==> config.mk <==
export PLATFORM = sky130hd
export DESIGN_NAME = lane_aligner
export DESIGN_NICKNAME = d
export VERILOG_FILES = /design/src/rtl/aln_pkg.sv /design/src/rtl/aln_decode.sv /design/src/rtl/aln_lane_shift.sv /design/src/rtl/lane_aligner.sv
export SDC_FILE = /design/constraint.sdc
export NUM_CORES = 1
export LEC_CHECK = 0
export ABC_AREA = 1
export BUFFER_PORTS_ARGS = -buffer_cell sky130_fd_sc_hd__clkbuf_2
export CAP_MARGIN = 5
export CORE_AREA = 3 3 223 225
export DETAILED_ROUTE_END_ITERATION = 8
export DIE_AREA = 0 0 226 228
export PLACE_DENSITY = 0.53
export SYNTH_ARGS = -nofsm -noshare
export SYNTH_HDL_FRONTEND = slang
export SYNTH_SLANG_ARGS = --single-unit
==> constraint.sdc <==
create_clock -name clk -period 0.8 [get_ports clk]
set_input_delay 0.04 -clock clk [delete_from_list [all_inputs] [get_ports clk]]
set_output_delay 0.04 -clock clk [all_outputs]
set_load 0.1 [all_outputs]
==> src/rtl/aln_pkg.sv <==
package aln_pkg;
   typedef enum logic {
      LANE_LITTLE = 1'b0,
      LANE_BIG    = 1'b1
   } lane_order_e;

   // code reserved for the double-element access: bytes minus one
   function automatic int wide_code(input int eb);
      return 2 * eb - 1;
   endfunction
endpackage

==> src/rtl/aln_decode.sv <==
module aln_decode #(
   parameter int EB    = 8,
   parameter int OFF_W = $clog2(EB),
   parameter int LEN_W = OFF_W + 1
) (
   input  logic [OFF_W-1:0] off,
   input  logic [LEN_W-1:0] len,
   input  aln_pkg::lane_order_e order,
   input  logic             rev,
   input  logic             fetch,
   output logic [OFF_W-1:0] p_eff,
   output logic             wide,
   output logic             err,
   output logic [OFF_W-1:0] shift_b,
   output logic [EB-1:0]    keep,
   output logic             fetch_exc,
   output logic [OFF_W-1:0] fetch_sel
);
   localparam logic [OFF_W-1:0] MASK  = OFF_W'(EB - 1);
   localparam logic [LEN_W-1:0] WCODE = LEN_W'(aln_pkg::wide_code(EB));
   localparam logic [LEN_W-1:0] HALF  = LEN_W'(1);
   localparam logic [LEN_W-1:0] WORD  = LEN_W'(3);

   logic [OFF_W-1:0] len_lo;
   logic [OFF_W-1:0] fold;
   logic [LEN_W:0]   reach;

   assign len_lo = len[OFF_W-1:0];
   assign fold   = MASK ^ len_lo;
   assign wide   = (len == WCODE);
   assign p_eff  = rev ? (off ^ fold) : off;
   assign reach  = {1'b0, p_eff} + {1'b0, len};

   always_comb begin
      if (wide) err = (p_eff != '0);
      else      err = (reach > (LEN_W+1)'(MASK));
   end

   always_comb begin
      if (wide)                             shift_b = '0;
      else if (order == aln_pkg::LANE_BIG)  shift_b = MASK - p_eff - len_lo;
      else                                  shift_b = p_eff;
   end

   for (genvar i = 0; i < EB; i++) begin : g_keep
      assign keep[i] = (len >= LEN_W'(i));
   end

   assign fetch_exc = fetch && ((len == HALF) || (len == WORD)) &&
                      ((off & len_lo) != '0);
   assign fetch_sel = (order == aln_pkg::LANE_BIG) ? (off ^ fold) : off;
endmodule

==> src/rtl/aln_lane_shift.sv <==
module aln_lane_shift #(
   parameter int EB         = 8,
   parameter bit SHIFT_LEFT = 1'b1,
   parameter int OFF_W      = $clog2(EB),
   parameter int DW         = 8 * EB
) (
   input  logic [DW-1:0]    din,
   input  logic [OFF_W-1:0] lanes,
   output logic [DW-1:0]    dout
);
   logic [OFF_W+2:0] bits;
   assign bits = {lanes, 3'b000};

   if (SHIFT_LEFT) begin : g_left
      assign dout = din << bits;
   end else begin : g_right
      assign dout = din >> bits;
   end
endmodule

==> src/rtl/lane_aligner.sv <==
module lane_aligner #(
   parameter int ELEM_BYTES = 8,
   parameter int FETCH_W    = 32,
   parameter bit REG_OUT    = 1'b1,
   parameter int OFF_W      = $clog2(ELEM_BYTES),
   parameter int LEN_W      = OFF_W + 1,
   parameter int DW         = 8 * ELEM_BYTES
) (
   input  logic               clk,
   input  logic               rst_n,
   input  logic [OFF_W-1:0]   addr_off,
   input  logic [LEN_W-1:0]   len_code,
   input  logic               big_end,
   input  logic               rev_end,
   input  logic               is_fetch,
   input  logic [DW-1:0]      rd_lo,
   input  logic [DW-1:0]      rd_hi,
   input  logic [DW-1:0]      wr_lo,
   input  logic [DW-1:0]      wr_hi,
   output logic [DW-1:0]      ld_lo,
   output logic [DW-1:0]      ld_hi,
   output logic [DW-1:0]      st_lo,
   output logic [DW-1:0]      st_hi,
   output logic [ELEM_BYTES-1:0] byte_en,
   output logic [OFF_W-1:0]   phys_off,
   output logic [FETCH_W-1:0] fetch_val,
   output logic               bnd_err,
   output logic               fetch_exc
);
   localparam int EB    = ELEM_BYTES;
   localparam int BUS_W = 4 * DW + EB + OFF_W + FETCH_W + 2;

   if (EB < 2 || (EB & (EB - 1)) != 0) begin : g_bad_elem
      $error("ELEM_BYTES must be a power of two of at least 2");
   end
   if (FETCH_W < 8 || FETCH_W > DW) begin : g_bad_fetch
      $error("FETCH_W must lie between 8 and the element width");
   end

   aln_pkg::lane_order_e order;
   assign order = big_end ? aln_pkg::LANE_BIG : aln_pkg::LANE_LITTLE;

   logic [OFF_W-1:0] p_eff, shift_b, fetch_sel;
   logic             wide, err, exc;
   logic [EB-1:0]    keep;

   aln_decode #(.EB(EB)) u_dec (
      .off(addr_off), .len(len_code), .order(order), .rev(rev_end),
      .fetch(is_fetch), .p_eff(p_eff), .wide(wide), .err(err),
      .shift_b(shift_b), .keep(keep), .fetch_exc(exc), .fetch_sel(fetch_sel)
   );

   logic [DW-1:0] keep_bits;
   for (genvar i = 0; i < EB; i++) begin : g_expand
      assign keep_bits[8*i +: 8] = {8{keep[i]}};
   end

   logic [DW-1:0] ld_shift, st_shift, rd_trim;
   assign rd_trim = rd_lo & keep_bits;

   aln_lane_shift #(.EB(EB), .SHIFT_LEFT(1'b1)) u_ld_sh (
      .din(rd_trim), .lanes(shift_b), .dout(ld_shift)
   );
   aln_lane_shift #(.EB(EB), .SHIFT_LEFT(1'b0)) u_st_sh (
      .din(wr_lo), .lanes(shift_b), .dout(st_shift)
   );

   logic [DW-1:0] c_ld_lo, c_ld_hi, c_st_lo, c_st_hi;
   logic [EB-1:0] c_be;
   always_comb begin
      c_ld_lo = '0;
      c_ld_hi = '0;
      c_st_lo = '0;
      c_st_hi = '0;
      c_be    = '0;
      if (!err) begin
         if (wide) begin
            c_ld_lo = rd_lo;
            c_ld_hi = rd_hi;
            c_st_lo = wr_lo;
            c_st_hi = wr_hi;
            c_be    = '1;
         end else begin
            c_ld_lo = ld_shift;
            c_st_lo = st_shift & keep_bits;
            c_be    = keep << shift_b;
         end
      end
   end

   logic [DW-1:0] fetch_full;
   aln_lane_shift #(.EB(EB), .SHIFT_LEFT(1'b0)) u_fe_sh (
      .din(c_ld_lo), .lanes(fetch_sel), .dout(fetch_full)
   );

   logic [BUS_W-1:0] c_bus, q_bus;
   assign c_bus = {c_ld_lo, c_ld_hi, c_st_lo, c_st_hi, c_be, p_eff,
                   fetch_full[FETCH_W-1:0], err, exc};

   if (REG_OUT) begin : g_reg
      always_ff @(posedge clk or negedge rst_n) begin
         if (!rst_n) q_bus <= '0;
         else        q_bus <= c_bus;
      end
   end else begin : g_comb
      assign q_bus = c_bus;
   end

   assign {ld_lo, ld_hi, st_lo, st_hi, byte_en, phys_off,
           fetch_val, bnd_err, fetch_exc} = q_bus;
endmodule

==> results of run 1 <==
## worst paths after layout
kind                       depth (start not counted)  slack [ns]              endpoint        start
max                                               22       -1.26   q_bus[11]$_DFF_PN0_  len_code[0]
min                                                5       -0.06  q_bus[136]$_DFF_PN0_    wr_lo[51]
max in group asynchronous                          4        0.28  q_bus[124]$_DFF_PN0_        rst_n
min in group asynchronous                          3        0.08  q_bus[184]$_DFF_PN0_        rst_n
## kinds of logic after synthesis
logic type	synth area share [%]
AOI/OAI and AO/OA	5.81
buffers and inverters	11.6
and+or+nand+nor	34.1
DFF	47.6
adders and majority gates	0.839
## metrics by stage
stage,util [%],setup WS [ns],cells
2_1_floorplan,-,-1.45,2132
3_3_place_gp,56.7,-1.89,3498
3_5_place_dp,56.7,-1.95,3498
4_1_cts,64.2,-1.25,3734
5_1_grt,66.4,-1.38,3768
6_report,66.5,-1.26,3771
## placed cells by master, fill, tap and decap left out, types with 6 or more instances in the layout
cell and instances:
dlygate4sd3_1 145, clkinv_2 6, nand2_1 461, nor2_1 201, buf_4 271, buf_8 9
nand4_1 47, buf_12 348, diode_2 16, nor2_2 24, nor2_4 31, nand2_4 23
clkbuf_8 7, o211ai_1 10, dfrtp_2 299, o21ai_0 45, clkbuf_2 264, nand3_4 10
inv_2 21, o21ai_4 10, nand3_2 103, nor3_1 15, clkbuf_16 44, inv_1 255
buf_6 36, o21ai_1 37, nand3_1 231, a21oi_2 7, nand2_2 72, o21ai_2 16
a211oi_1 6, nand3b_1 9
## metal layers
layer | track usage, % | vias up
met5 | 0 | -
met4 | 12.5 | 6
met3 | 5.67 | 213
met2 | 51.6 | 841
met1 | 34.2 | 9109
li1 | - | 8738
## critical path, cell delays in order
cell and delay (ns):
buf_8 0.10, ha_4 0.26, nand2_2 0.05, o21ai_2 0.07, inv_2 0.07, ha_4 0.16
fa_2 0.44, nand2_2 0.11, nand3_4 0.12, buf_6 0.16, nor2_4 0.14, buf_12 0.16
nand2_4 0.06, nand2_4 0.09, nand2_2 0.06, nand2_2 0.08, nand3_2 0.08, nand2_1 0.09
nand2_1 0.05, nand2_1 0.05, inv_1 0.03, nand2_1 0.04
## repair_timing
action / in CTS / in global routing
setup buffers: 18 / 20
endpoints found under the setup margin: 598 / 598
pin swaps: 39 / 100
resized for setup: 144 / 216
gates cloned: 8 / 8
endpoints found under the hold margin: 457 / 4
## power by group through the flow
stage | combinational, W | sequential (W) | clock [W]
3_3_place_gp | 0.0313 | 0.0186 | 0
6_report | 0.0357 | 0.0183 | 0.0175
5_1_grt | 0.0374 | 0.0184 | 0.0184
4_1_cts | 0.0338 | 0.0183 | 0.0178
3_5_place_dp | 0.0315 | 0.0186 | 0
2_1_floorplan | 0.00861 | 0.0277 | 0
## layout make-up
| cell class | count | area, µm² | share of cell area [%] |
|---|---|---|---|
| inverters | 280 | 1060 | 3.34 |
| clock buffers | 50 | 1070 | 3.36 |
| flip-flops and latches | 301 | 7910 | 24.9 |
| clock inverters | 15 | 200 | 0.631 |
| diodes | 16 | 40.0 | 0.126 |
| multi-input cells | 1410 | 8080 | 25.5 |
| repair buffers | 1084 | 12600 | 39.7 |
| well taps | 615 | 769 | 2.43 |
==> flow_summary.toml, run 1 <==
[yosys]
yosysSeqAreaShare_pct = 47.6
synthDistinctLibCells = 37
yosysWarningCount = 0
syn_inst = 2132
async_flop_share_pct = 100
ys_ff_latch = 301
synth.most_common_cell = "nand2_1"
synth_area_mm2 = 0.0158
synth_nets = 2410
synth_area_leaders = "dfrtp_1 48%, nand2_1 13%, nand3_1 11%"
syn_avg_cell_area_um2 = 7.42
yosys.area.top_type = "dfrtp_1"
netlist_top_cells_count = "551 x nand2_1, 341 x nand3_1, 301 x dfrtp_1, 269 x inv_1, 246 x nor2_1"
synth_flop_cell = "dfrtp_1"
synth_top_area_share_pct = 47.6
synth_enable_flop_cells = 0

[detailed_routing]
met2WireLength_um = 39500
drt_iter0_drc = 1393
drc_errors = 0
wl_per_cell_um = 20.8
ant_nets = 0
viasPerCell = 5.01
dr.pass1.iters = 5
wl_met1_um = 29400
wl_um = 78600
num_vias = 18900
topRoutingLayerUsed = "met5"
wl_met3_um = 5690

[clocking]
path_clk_slew_ns = 0.06
cts_made_buffers = 36
clockRootBuffer = "clkbuf_16"
cts_tree = "built"
clockBufferDepth = 3
ctsHtreeMaxLevel = 2
hold_buffers = 145
cts_sinks = 301

[sta]
finalSetupViolations = 598
slew_viol_final = 0
fmax_mhz = 485
setup_ws_ns = -1.26
worstMarginPinSlew_ns = 0.538
min_period_ns = 2.06
hold_slack_ns = -0.0630
rsz0062_at_grt = "true"
post-route-period-util_pct = 258
fin_setup_tns_ns = -375.46
relSlewSlack_pct = 64.2
hold_viol = 7

[status]
status = "finished with violations"
violations = "negative hold slack, negative setup slack"

[placed_design]
numPortBuffers = 568
placed_cell_area_mm2 = 0.0271
gp_congestion = 0.960
detailed_place_hpwl_um = 58600

[finish]
nNetsFinal = 3391
largest_register = "q_bus"
largest_reg_flops = 301
fillers = 3698
finalInstanceArea_mm2 = 0.0317
drive_gt1_share_pct = 52.6
largestRegisters = "q_bus: 301 flops"
area_growth_pct = 101

[pwr]
switching_share_pct = 42.4
combPwrFrac_pct = 50.0
leakage_nw = 15.8
power_density_mw_per_mm2 = 2250
power_w = 0.0714
vdd.ir_drop.worst_uv = 2140
p_switching_w = 0.0303
intPower_w = 0.0412
p_clk_share_pct = 24.4
pwr-share-seq_pct = 25.6

[die]
io_pins = 569
std_cell_rows = 80
core_mm2 = 0.0477
die-area_mm2 = 0.0515
die_h_um = 228
die_w_um = 226
start_util_pct = 33.1

[worst_setup_path]
arrival_ns = 2.55
cp-end-kind = "flip-flop"
critical_path.max_fanout = 5
required_ns = 1.29
path_class = "in -> reg"
startpoint_type = "input port"

[min_path]
hold_class = "in -> reg"

[grt]
grt_overflow = 0
grt_antenna_before_repair = 15
grt_util_all_layers_pct = 29.1
grt_max_degree = 125
grt_pass1_vias = 19100
grt_pass1_wl_um = 115000

[run]
maxCapViolCount = 0
Note: power is estimated with default switching activity, not from simulation.
==> run 2, diff against run 1 <==
CORE_AREA = 3 3 219 221   (was 3 3 223 225)
DIE_AREA = 0 0 222 224   (was 0 0 226 228)
PLACE_DENSITY = 0.57   (was 0.53)
clock period = 1.8 ns   (was 0.8 ns; I/O delays follow)
==> flow_summary.toml, run 2 (synthesis results as in run 1) <==
[status]
status = "finished with violations"
violations = "negative setup slack"

[finish]
final_cell_mix = "565 x clkbuf_2, 428 x nand2_1, 301 x dfrtp_1"
drive_gt1_share_pct = 45.3
nNetsFinal = 3393
largestRegisters = "q_bus: 301 flops"
layout.cells.most_common = "clkbuf_2"
finalInstanceArea_mm2 = 0.0275
largest_register = "q_bus"
area_growth_pct = 74.1
layout.cells.non_filler = 3752
largest_reg_flops = 301

[run]
maxCapViolCount = 0

[worst_setup_path]
cp_slowest_cell = "fa_2"
cp_cell_sequence = "buf_6, ha_4, nand2_2, o21ai_2, inv_2, ha_4, fa_2, nand2_4, buf_4, nand3_4, buf_12, buf_8, nand2_2, nand3_2, nand2_4, nand3_1, nand2_1, a21oi_2, nand2_1"
worst-path-buf-inv = 5
arrival_ns = 2.59
startpoint_type = "input port"
worstSetupStartpoint = "len_code[0]"
worst_path_dominant_cell_family = "adder cells"
max_stage_delay_ns = 0.58
required_ns = 2.22
path_class = "in -> reg"
critical_path.max_fanout = 5
cp-end-kind = "flip-flop"

[detailed_routing]
ant_nets = 0
drt_iter0_drc = 1288
wl_per_cell_um = 20.3
viasPerCell = 5.05
dr.pass1.iters = 6
num_vias = 18900
drc_errors = 0
wl_um = 76300

[grt]
grt_antenna_before_repair = 6
grt_pass1_vias = 19000
grt_util_all_layers_pct = 28.5
grt_max_degree = 125
grt_overflow = 0
grt_pass1_wl_um = 111000

[die]
core_mm2 = 0.0464
start_util_pct = 34.1
io_pins = 569
die_h_um = 224
die-area_mm2 = 0.0497
std_cell_rows = 79
die_w_um = 222

[pwr]
power_w = 0.0294
power_density_mw_per_mm2 = 1070
vdd.ir_drop.worst_uv = 835
leakage_nw = 15.2

[placed_design]
detailed_place_hpwl_um = 53500
placed_cells = 3445
numPortBuffers = 568
placed_cell_area_mm2 = 0.0217
pre_cts_ws_ns = -1.03
gp_congestion = 0.912

[clocking]
cts_made_buffers = 34
clockRootBuffer = "clkbuf_16"
ctsHtreeMaxLevel = 2
path_clk_slew_ns = 0.06
cts_sinks = 301
clockBufferDepth = 3
cts_tree = "built"

[min_path]
hold_class = "in -> reg"
hp-start = "wr_lo[33]"

[sta]
finalSetupViolations = 164
fin_setup_tns_ns = -28.68
setup_ws_ns = -0.373
worstMarginPinSlew_ns = 0.663
post-route-period-util_pct = 121
rsz0062_at_grt = "true"
min_period_ns = 2.17
hold_viol = 0
relSlewSlack_pct = 56.0
slew_viol_final = 0
fmax_mhz = 460
-- run 2: cell types whose count changed in the layout (fill, tap and decap cells not counted), moves of 26 or more --
cell      before  now
dfrtp_2      299    0
nand2_1      461  428
buf_12       348   51
dfrtp_1        2  301
clkbuf_2     264  565
nand2_2       72   98
-- run 2: power breakdown --
part / total, W / switching [W] / internal [W]
Sequential: 0.00764 / 0.000268 / 0.00737
Combinational: 0.0148 / 0.0102 / 0.00463
Clock: 0.00691 / 0.00284 / 0.00407
-- run 2: cell type report --
type	instances	area [µm²]
repair buffers	1086	8460
well taps	607	759
clock buffers	53	1020
multi-input cells	1412	8590
fillers	4079	18800
inverters	280	1070
diodes	5	12.5
clock inverters	8	88.8
flip-flops and latches	301	7530
-- run 2: stage by stage --
step                util, %  hold WS (ns)
detailed placement     46.9        0.0786
finish                 59.4        0.0355
CTS                    55.6       0.00145
global route           59.4        0.0212
floorplan                 -        -0.206
global placement       46.9        0.0665
-- run 2: per-layer routing --
metal | routed length, µm | global-route usage, % | up-vias
li1 | - | - | 8749
met1 | 30900 | 36.2 | 9239
met2 | 38100 | 50.0 | 781
met3 | 4410 | 4.32 | 171
met4 | 2890 | 9.49 | 0
met5 | 0 | 0 | -
-- run 2: worst paths after layout --
kind | endpoint | slack, ns | cells after the start
max in group asynchronous | q_bus[220]$_DFF_PN0_ | 0.88 | 3
min in group asynchronous | q_bus[98]$_DFF_PN0_ | 0.09 | 2
setup / recovery | q_bus[13]$_DFF_PN0_ | -0.37 | 19
hold / removal | q_bus[134]$_DFF_PN0_ | 0.04 | 5
-- run 2: what timing repair did --
| action | 4_1_cts | 5_1_grt |
|---|---|---|
| endpoints found under the setup margin | 159 | 168 |
| resized for setup | 197 | 307 |
| setup buffers | 26 | 44 |
| pin swaps | 65 | 124 |
| gates cloned | 14 | 19 |
| hold buffers | 154 | 0 |
| hold endpoints to repair | 290 | 0 |
